### src/rtl/trav_node_pkg.sv
package trav_node_pkg;
  typedef enum logic {
    ST_IDLE = 1'b0,
    ST_WAIT = 1'b1
  } node_state_e;
endpackage

### src/rtl/trav_req_pick.sv
module trav_req_pick #(
  parameter int N = 4
) (
  input  logic         clk,
  input  logic         rst,
  input  logic [N-1:0] elig,
  output logic [N-1:0] grant
);
  // lowest-index eligible port wins
  always_comb grant = elig & (~elig + N'(1));

  p_grant_onehot_r7: assert property (@(posedge clk) disable iff (rst)
    $onehot0(grant) && ((grant & ~elig) == '0));
endmodule

### src/rtl/trav_ack_sum.sv
module trav_ack_sum #(
  parameter int N  = 4,
  parameter int CW = 8
) (
  input  logic [N*CW-1:0] cnt,
  input  logic [N-1:0]    take,
  output logic [CW-1:0]   sum
);
  always_comb begin
    sum = '0;
    for (int p = 0; p < N; p++) begin
      if (take[p]) sum = sum + cnt[p*CW +: CW];
    end
  end
endmodule

### src/rtl/trav_out_slot.sv
module trav_out_slot #(
  parameter int W = 8
) (
  input  logic         clk,
  input  logic         rst,
  input  logic         load,
  input  logic [W-1:0] load_data,
  output logic         valid,
  input  logic         ready,
  output logic [W-1:0] data
);
  always_ff @(posedge clk) begin
    if (rst) begin
      valid <= 1'b0;
      data  <= '0;
    end else if (load) begin
      valid <= 1'b1;
      data  <= load_data;
    end else if (ready) begin
      valid <= 1'b0;
    end
  end

  p_hold_r8: assert property (@(posedge clk) disable iff (rst)
    valid && !ready |=> valid && $stable(data));
  p_no_overwrite_r8: assert property (@(posedge clk) disable iff (rst)
    valid && !ready |-> !load);
endmodule

### src/rtl/trav_node.sv
module trav_node
  import trav_node_pkg::*;
#(
  parameter int N  = 4,
  parameter int HW = 4,
  parameter int RW = 4,
  parameter int CW = 8
) (
  input  logic            clk,
  input  logic            rst,
  input  logic [N-1:0]    rq_in_valid,
  output logic [N-1:0]    rq_in_ready,
  input  logic [N*HW-1:0] rq_in_hop,
  input  logic [N*RW-1:0] rq_in_round,
  output logic [N-1:0]    rq_out_valid,
  input  logic [N-1:0]    rq_out_ready,
  output logic [HW-1:0]   rq_out_hop,
  output logic [RW-1:0]   rq_out_round,
  input  logic [N-1:0]    ak_in_valid,
  output logic [N-1:0]    ak_in_ready,
  input  logic [N*CW-1:0] ak_in_cnt,
  output logic [N-1:0]    ak_out_valid,
  input  logic [N-1:0]    ak_out_ready,
  output logic [N*CW-1:0] ak_out_cnt
);
  localparam int PW = (N > 1) ? $clog2(N) : 1;

  node_state_e      state;
  logic             in_round;
  logic [RW-1:0]    cur_round;
  logic [PW-1:0]    parent;
  logic             discovered;
  logic [N-1:0]     pending;
  logic [CW-1:0]    acc;

  logic [N-1:0]     elig, grant;
  logic             take, new_rnd, do_fwd, ack_now, finish;
  logic [PW-1:0]    sel;
  logic [HW-1:0]    sel_hop;
  logic [RW-1:0]    sel_round;
  logic [N-1:0]     fwd_tgt, ack_take, pend_n;
  logic [CW-1:0]    ack_sum, own, ack_now_cnt, fin_cnt;
  logic [N-1:0]     slot_load;
  logic [CW-1:0]    slot_data [N];

  // which inbound requests may be taken this cycle
  always_comb begin
    for (int p = 0; p < N; p++) begin
      elig[p] = rq_in_valid[p] && !ak_out_valid[p] &&
                ((state == ST_IDLE) ||
                 (in_round && rq_in_round[p*RW +: RW] == cur_round &&
                  parent != PW'(p)));
    end
  end

  trav_req_pick #(.N(N)) pick_i (
    .clk(clk), .rst(rst), .elig(elig), .grant(grant)
  );

  assign rq_in_ready = grant;
  assign take        = |grant;

  always_comb begin
    sel       = '0;
    sel_hop   = '0;
    sel_round = '0;
    for (int p = 0; p < N; p++) begin
      if (grant[p]) begin
        sel       = PW'(p);
        sel_hop   = rq_in_hop[p*HW +: HW];
        sel_round = rq_in_round[p*RW +: RW];
      end
    end
  end

  assign new_rnd     = !(in_round && sel_round == cur_round);
  assign fwd_tgt     = ~grant;
  assign do_fwd      = take && new_rnd && (sel_hop != '0) && (fwd_tgt != '0);
  assign own         = {{(CW-1){1'b0}}, !discovered};
  assign ack_now     = take && !do_fwd;
  assign ack_now_cnt = new_rnd ? own : '0;

  // acknowledge collection
  assign ak_in_ready = pending;
  assign ack_take    = ak_in_valid & pending;
  assign pend_n      = pending & ~ack_take;

  trav_ack_sum #(.N(N), .CW(CW)) sum_i (
    .cnt(ak_in_cnt), .take(ack_take), .sum(ack_sum)
  );

  assign fin_cnt = acc + ack_sum;
  assign finish  = (state == ST_WAIT) && (ack_take != '0) && (pend_n == '0);

  always_comb begin
    for (int p = 0; p < N; p++) begin
      slot_load[p] = (ack_now && grant[p]) || (finish && parent == PW'(p));
      slot_data[p] = (finish && parent == PW'(p)) ? fin_cnt : ack_now_cnt;
    end
  end

  for (genvar g = 0; g < N; g++) begin : g_ak_slot
    trav_out_slot #(.W(CW)) slot_i (
      .clk(clk), .rst(rst),
      .load(slot_load[g]), .load_data(slot_data[g]),
      .valid(ak_out_valid[g]), .ready(ak_out_ready[g]),
      .data(ak_out_cnt[g*CW +: CW])
    );
  end

  always_ff @(posedge clk) begin
    if (rst) begin
      state        <= ST_IDLE;
      in_round     <= 1'b0;
      cur_round    <= '0;
      parent       <= '0;
      discovered   <= 1'b0;
      pending      <= '0;
      acc          <= '0;
      rq_out_valid <= '0;
      rq_out_hop   <= '0;
      rq_out_round <= '0;
    end else begin
      rq_out_valid <= (rq_out_valid & ~rq_out_ready) | (do_fwd ? fwd_tgt : '0);
      if (take && new_rnd) begin
        in_round   <= 1'b1;
        cur_round  <= sel_round;
        parent     <= sel;
        discovered <= 1'b1;
      end
      if (do_fwd) begin
        state        <= ST_WAIT;
        pending      <= fwd_tgt;
        acc          <= own;
        rq_out_hop   <= sel_hop - HW'(1);
        rq_out_round <= sel_round;
      end else if (state == ST_WAIT && ack_take != '0) begin
        acc     <= fin_cnt;
        pending <= pend_n;
        if (pend_n == '0) state <= ST_IDLE;
      end
    end
  end

  p_sticky_disc_r6: assert property (@(posedge clk) disable iff (rst)
    discovered |=> discovered);
  p_wait_pending_r5: assert property (@(posedge clk) disable iff (rst)
    state == ST_WAIT |-> pending != '0);
  p_hop_dec_r3: assert property (@(posedge clk) disable iff (rst)
    do_fwd |=> rq_out_hop == $past(sel_hop) - HW'(1));
  p_no_fwd_parent_r3: assert property (@(posedge clk) disable iff (rst)
    state == ST_WAIT |-> !rq_out_valid[parent]);
  p_wait_blocks_new_r9: assert property (@(posedge clk) disable iff (rst)
    state == ST_WAIT && take |-> !new_rnd);
endmodule

### config.mk
export PLATFORM = sky130hd
export DESIGN_NAME = trav_node
export DESIGN_NICKNAME = d
export VERILOG_FILES = /design/src/rtl/trav_node_pkg.sv /design/src/rtl/trav_req_pick.sv /design/src/rtl/trav_ack_sum.sv /design/src/rtl/trav_out_slot.sv /design/src/rtl/trav_node.sv
export SDC_FILE = /design/constraint.sdc
export NUM_CORES = 1
export LEC_CHECK = 0
export BUFFER_PORTS_ARGS = -buffer_cell sky130_fd_sc_hd__buf_2
export CELL_PAD_IN_SITES_DETAIL_PLACEMENT = 2
export CELL_PAD_IN_SITES_GLOBAL_PLACEMENT = 2
export CORE_AREA = 2 2 163 125
export CTS_CLUSTER_DIAMETER = 50
export DETAILED_ROUTE_END_ITERATION = 8
export DIE_AREA = 0 0 165 127
export GPL_ROUTABILITY_DRIVEN = 0
export PLACE_DENSITY = 0.79
export SKIP_CTS_REPAIR_TIMING = 1
export SLEW_MARGIN = 20
export SYNTH_ARGS = -nofsm -noshare
export SYNTH_HDL_FRONTEND = slang
export SYNTH_SLANG_ARGS = --single-unit
### constraint.sdc
create_clock -name clk -period 5.6 [get_ports clk]
set_clock_uncertainty 0.1 [all_clocks]
set_input_delay 0.84 -clock clk [delete_from_list [all_inputs] [get_ports clk]]
set_output_delay 0.84 -clock clk [all_outputs]
set_load 0.02 [all_outputs]
[Word-level counts from Yosys, hierarchy flattened]
Cells that the tools add are included.
Widths: inputs -> output; s select.
Word-level totals
  register bits after elaboration: 68
  input port bits: 82
  output and inout port bits: 56
  word-level logic and storage cells: 142
Operators by class
  $add $sub $neg: 6
  equality and inequality tests: 11
  mux-type cells: 36
  bitwise operators: 10
  reduce and logical (&&, ||, !) cells: 61
Operator list (number)
  $mux 8: 8
  $mux 4: 11
  $add 8x8->8: 4
  $logic_and 1x1->1: 31
  $eq 4x4->1: 5
  $and 4x4->4: 4
  $not 4->4: 4
  $mux 1: 15
  $reduce_bool 2->1: 7
  $reduce_bool 4->1: 3
  $logic_or 1x1->1: 8
  $logic_not 1->1: 7
  $add 4x1->4 const B: 1
  $eq 2x2->1 const B: 2
  $logic_not 4->1: 1
  $mux 2: 2
  $ne 2x2->1 const B: 2
  $or 4x4->4: 1
  $reduce_or 4->1: 1
  $sub 4x1->4 const B: 1
  $eq 2x1->1 const B: 1
  $logic_not 2->1: 1
  $ne 2x1->1 const B: 1
  $reduce_and 2->1: 1
  2 further kinds: 2

[Longest topological paths before layout]
  depth after elaboration: 23
  mapped depth: 28
  gate-level depth less buffers: 28

[Hierarchy]
From an unflattened synthesis, not the netlist that was laid out.
Second synthesis, totals
  cells, all modules: 613
  area, all modules: 4968.5 um2
Modules (own cells, without submodules)
  trav_node: times used 1, cells an instance 329, area an instance 2473.6 um2, seq. area each 640.6 um2
  trav_out_slot: times used 4, cells an instance 30, area an instance 321.6 um2, seq. area each 180.2 um2
  trav_ack_sum: times used 1, cells an instance 160, area an instance 1172.4 um2, seq. area each 0.0 um2
  trav_req_pick: times used 1, cells an instance 4, area an instance 36.3 um2, seq. area each 0.0 um2

[Worst setup path before layout]
Ideal clock, no wire load.
  kind: in2reg
  from: in ak_in_valid[0]
  to: reg g_ak_slot[0].slot_i.data[7]
  library setup time: 117 ps
  data arrival time: 5456 ps
  data required time: 5383 ps
  setup slack: -72 ps
  stages on the path: 25
  path buffers: 0
  cells stage by stage: and3_1 -> ha_1 -> inv_1 -> fa_1 -> nor2b_1 -> nor3b_1 -> xnor2_1 -> ha_1 -> nor2b_1 -> o21ai_0 -> nand2b_1 -> a21o_1 -> a21oi_1 -> xnor2_1 -> nor2_1 -> a31oi_1 -> ha_1 -> xnor2_1 -> mux2_2 -> ha_1 -> o41ai_1 -> xnor2_1 -> xnor2_1 -> xnor3_1 -> a22o_1
On the way
  word-level cells in the longest chain between the ends: 10
  elaborated cells between the ends (all ways): 18
  classes of those cells: add/sub (4); mux (5); bitwise (3); reduce/logical (6)
RTL lines
  from (decl): RTL line trav_node.sv:19  | input logic [N-1:0] ak_in_valid,
  $and 4x4->4 *: RTL line trav_node.sv:85  | assign ack_take = ak_in_valid & pending;
  $mux 8: RTL line trav_ack_sum.sv:12  | if (take[p]) sum = sum + cnt[p*CW +: CW];
  $add 8x8->8: RTL line trav_ack_sum.sv:12
  $mux 8: RTL line trav_ack_sum.sv:12
  $add 8x8->8: RTL line trav_ack_sum.sv:12
  $mux 8: RTL line trav_ack_sum.sv:12
  $add 8x8->8: RTL line trav_ack_sum.sv:12
  $mux 8: RTL line trav_ack_sum.sv:12
  $add 8x8->8: RTL line trav_node.sv:92  | assign fin_cnt = acc + ack_sum;
  $mux 8: RTL line trav_node.sv:98  | slot_data[p] = (finish && parent == PW'(p)) ? fin_cnt : ack_now_cnt;
  to (signal assigned): RTL line trav_out_slot.sv:18  | data <= load_data;
  to (decl): RTL line trav_out_slot.sv:10  | output logic [W-1:0] data
Mark *: on every way between the ends. The rest lies on a longest branch, timed or not.
A chain may end at the register's enable or synchronous reset.

[Final worst setup path]
  from: in ak_in_valid[0]
  to: reg acc[7]
On the way
  word-level cells in the longest chain between the ends: 9
  elaborated cells between the ends (all ways): 11
  classes of those cells: add/sub (4); mux (4); bitwise (1); reduce/logical (2)
RTL lines
  $and 4x4->4 *: RTL line trav_node.sv:85
  $mux 8: RTL line trav_ack_sum.sv:12
  $add 8x8->8: RTL line trav_ack_sum.sv:12
  $mux 8: RTL line trav_ack_sum.sv:12
  $add 8x8->8: RTL line trav_ack_sum.sv:12
  $mux 8: RTL line trav_ack_sum.sv:12
  $add 8x8->8: RTL line trav_ack_sum.sv:12
  $mux 8: RTL line trav_ack_sum.sv:12
  $add 8x8->8: RTL line trav_node.sv:92
  to (signal assigned): RTL line trav_node.sv:134  | acc <= own;
  to (signal assigned): RTL line trav_node.sv:138  | acc <= fin_cnt;
  to (decl): RTL line trav_node.sv:34  | logic [CW-1:0] acc;
Marks and branches as above.

==> results_dict.tcl <==
set metrics [dict create \
    synth_nets 757 \
    chipWidth_um 165 \
    grt_pass1_vias 5798 \
    synth-seq-cells 68 \
    outcome "complete, but fails checks" \
    setup_viol 5 \
    powerDensity_mw_per_mm2 489 \
    grt_max_degree 39 \
    syn_inst 642 \
    rows 44 \
    p_total_w 0.00339 \
    clkSlewWorstSetupHoldPaths_ns 0.06 \
    vias 5493 \
    ys_types 77 \
    period_share 1.02 \
    htree_levels 3 \
    start_util 0.268 \
    final_cell_mix "buf_2 (135), dfxtp_1 (68), a21oi_1 (64), nand2_1 (60), buf_4 (52)" \
    synth.avg_cell_area_um2 8.02 \
    dieArea_mm2 0.0210 \
    cts_made_buffers 9 \
    maxSlewViolCount 0 \
    drtPass1Iterations 4 \
    ir_worst_vdd_mv 0.151 \
    ant_nets 0 \
    wire_per_inst_um 20.1 \
    yosys_most_used_dff "dfxtp_1" \
    path_max_fanout 5 \
    synth_top_area_frac 0.264 \
    grt_usage 0.198 \
    layout_setup_ws_ns -0.0892 \
    syn_to_final_growth_pct 34.5 \
    fin_nets 920 \
    path_class "input pin to flop" \
    fillers 2218 \
    violations "setup timing" \
    grt_pass1_wl_um 32500 \
    n_antenna_cell 0 \
    avgViaCountPerCell 5.17 \
    drive_above_1_share 0.335 \
    fmax_ghz 0.176 \
    tightest_slew_ns 0.834 \
    ios 138 \
    fin_util 0.361 \
    hold-worst-slack_ns 0.380 \
    ff_latch_area_mm2 0.00136 \
    start_kind "input pin" \
    io_buffers 137 \
    synthArstFlopShare 0 \
    fp.dieH_um 127 \
    drtIter0Drc 306 \
    hp-class "flop to flop" \
    critical_path.slowest_cell "ha_1" \
    cts_tree "built" \
    synth_area_leader_cell "dfxtp_1" \
    yosys_warnings 0 \
    syn_area_mm2 0.00515 \
    drcViolationCount 0 \
    relSlewSlack 0.443 \
    p_leak_nw 3.16 \
    cp_common_cell "xnor2_1" \
    max_stage_delay_ns 0.37 \
    synth_area_leaders "dfxtp_1 (26%), a21oi_1 (7.2%), ha_1 (7.0%), nand2_1 (4.4%), o21ai_0 (3.8%)" \
    grt-ovfl-total 0 \
    ctsLongestPathBuffers 2 \
    yosysSeqAreaShare 0.264 \
    rsz0062_at_grt "yes" \
    max-cap-violations 0 \
    final_common_cell "buf_2" \
    core_area_mm2 0.0192 \
    period_needed_ns 5.69 \
    cts_root_buf "clkbuf_16" \
    clock_latency_ns 0.33 \
    synth_edf_count 0 \
    routed_wl_um 21300 \
    hold_violations 0 \
    antenna_found_initial 0 \
    arrival_ns 5.82 \
    multi_input_area_mm2 0.00373 \
    worstPathRequired_ns 5.73 \
    dp_hpwl_um 16100 \
    numClockSinks 68 \
    endpoint_kind "flop" \
]
## per-layer routing
metal,part of all wire,wire (um),up-vias,track usage
met5,0,0,-,0
met4,0.0091,195,0,0.0348
met3,0.045,969,13,0.0367
met2,0.45,9690,115,0.310
met1,0.49,10500,2734,0.287
li1,-,-,2631,-
## stage by stage
| stage | worst slack [ns] | cell area [um2] | instances | setup TNS, ns |
|---|---|---|---|---|
| after detailed placement | -0.629 | 6350 | 1042 | -4.42 |
| after global placement | -0.424 | 6340 | 1042 | -2.14 |
| after CTS | -0.299 | 6640 | 1058 | -1.38 |
| final | -0.0892 | 6930 | 1063 | -0.339 |
| after floorplan | 0.0580 | 5160 | 642 | 0 |
| after global routing | -0.408 | 6930 | 1063 | -1.99 |
## state kept, by name (all words and copies together) (netlist names)
register / count
acc: 8
ak_in_ready: 4
cur_round: 4
discovered: 1
g_ak_slot.slot_i.data: 32
g_ak_slot.slot_i.valid: 4
parent: 2
rq_out_hop: 4
rq_out_round: 4
rq_out_valid: 4
state: 1
## synth_stat cells (all sizes together) (12+ instances only)
library cell / n
mux2i: 12
buf: 18
nand2: 61
a21oi: 75
o21ai: 39
nor2: 33
clkbuf: 19
nor3: 15
xor2: 20
nand2b: 13
xnor2: 21
dfxtp: 68
nor2b: 25
ha: 29
inv: 36
## final cells by class
class / count / area share
clock buffers: 10 / 0.0331
clock inverters: 6 / 0.00939
inverters: 36 / 0.0195
multi-input cells: 501 / 0.539
flip-flops and latches: 68 / 0.196
well taps: 253 / 0.0457
repair buffers: 189 / 0.157
## power by group
group | internal, W | leakage (nW) | switching (W) | total (W)
sequential | 0.000587 | 0.555 | 0.000142 | 0.000729
clock | 0.000345 | 0.142 | 0.000228 | 0.000573
combinational | 0.000836 | 2.46 | 0.00125 | 0.00209
total | 0.00177 | 3.16 | 0.00162 | 0.00339
## worst paths after layout
check	slack [ns]	endpoint	cells past startpoint	startpoint
hold reg to reg	0.38	rq_out_valid[0]	2	rq_out_valid[0]
hold / removal	0.38	rq_out_valid[0]	2	rq_out_valid[0]
setup / recovery	-0.09	acc[7]	29	ak_in_valid[0]
setup reg to reg	0.08	acc[7]	28	ak_in_ready[0]
## worst max-delay path, delay by kind of cell
family / cells / cell delay [ns]
muxes: 2 / 0.44
buffers and inverters: 2 / 0.11
adders and majority gates: 5 / 1.44
xor gates and xnor gates: 6 / 1.05
and+or+nand+nor: 9 / 1.12
AOI/OAI and AO/OA: 5 / 0.81
## cells by family (layout without fill, tap and decap cells)
group / after synthesis / count (layout) / synth area share
multiplexers: 18 / 18 / 0.0364
AND/OR/NAND/NOR: 202 / 202 / 0.202
AO/OA/AOI/OAI: 205 / 205 / 0.272
buffers and inverters: 73 / 241 / 0.0634
flip-flops: 68 / 68 / 0.264
adder cells (fa/ha/maj): 34 / 34 / 0.0879
XOR/XNOR: 42 / 42 / 0.0741
Note: power is estimated with default switching activity, not from simulation.
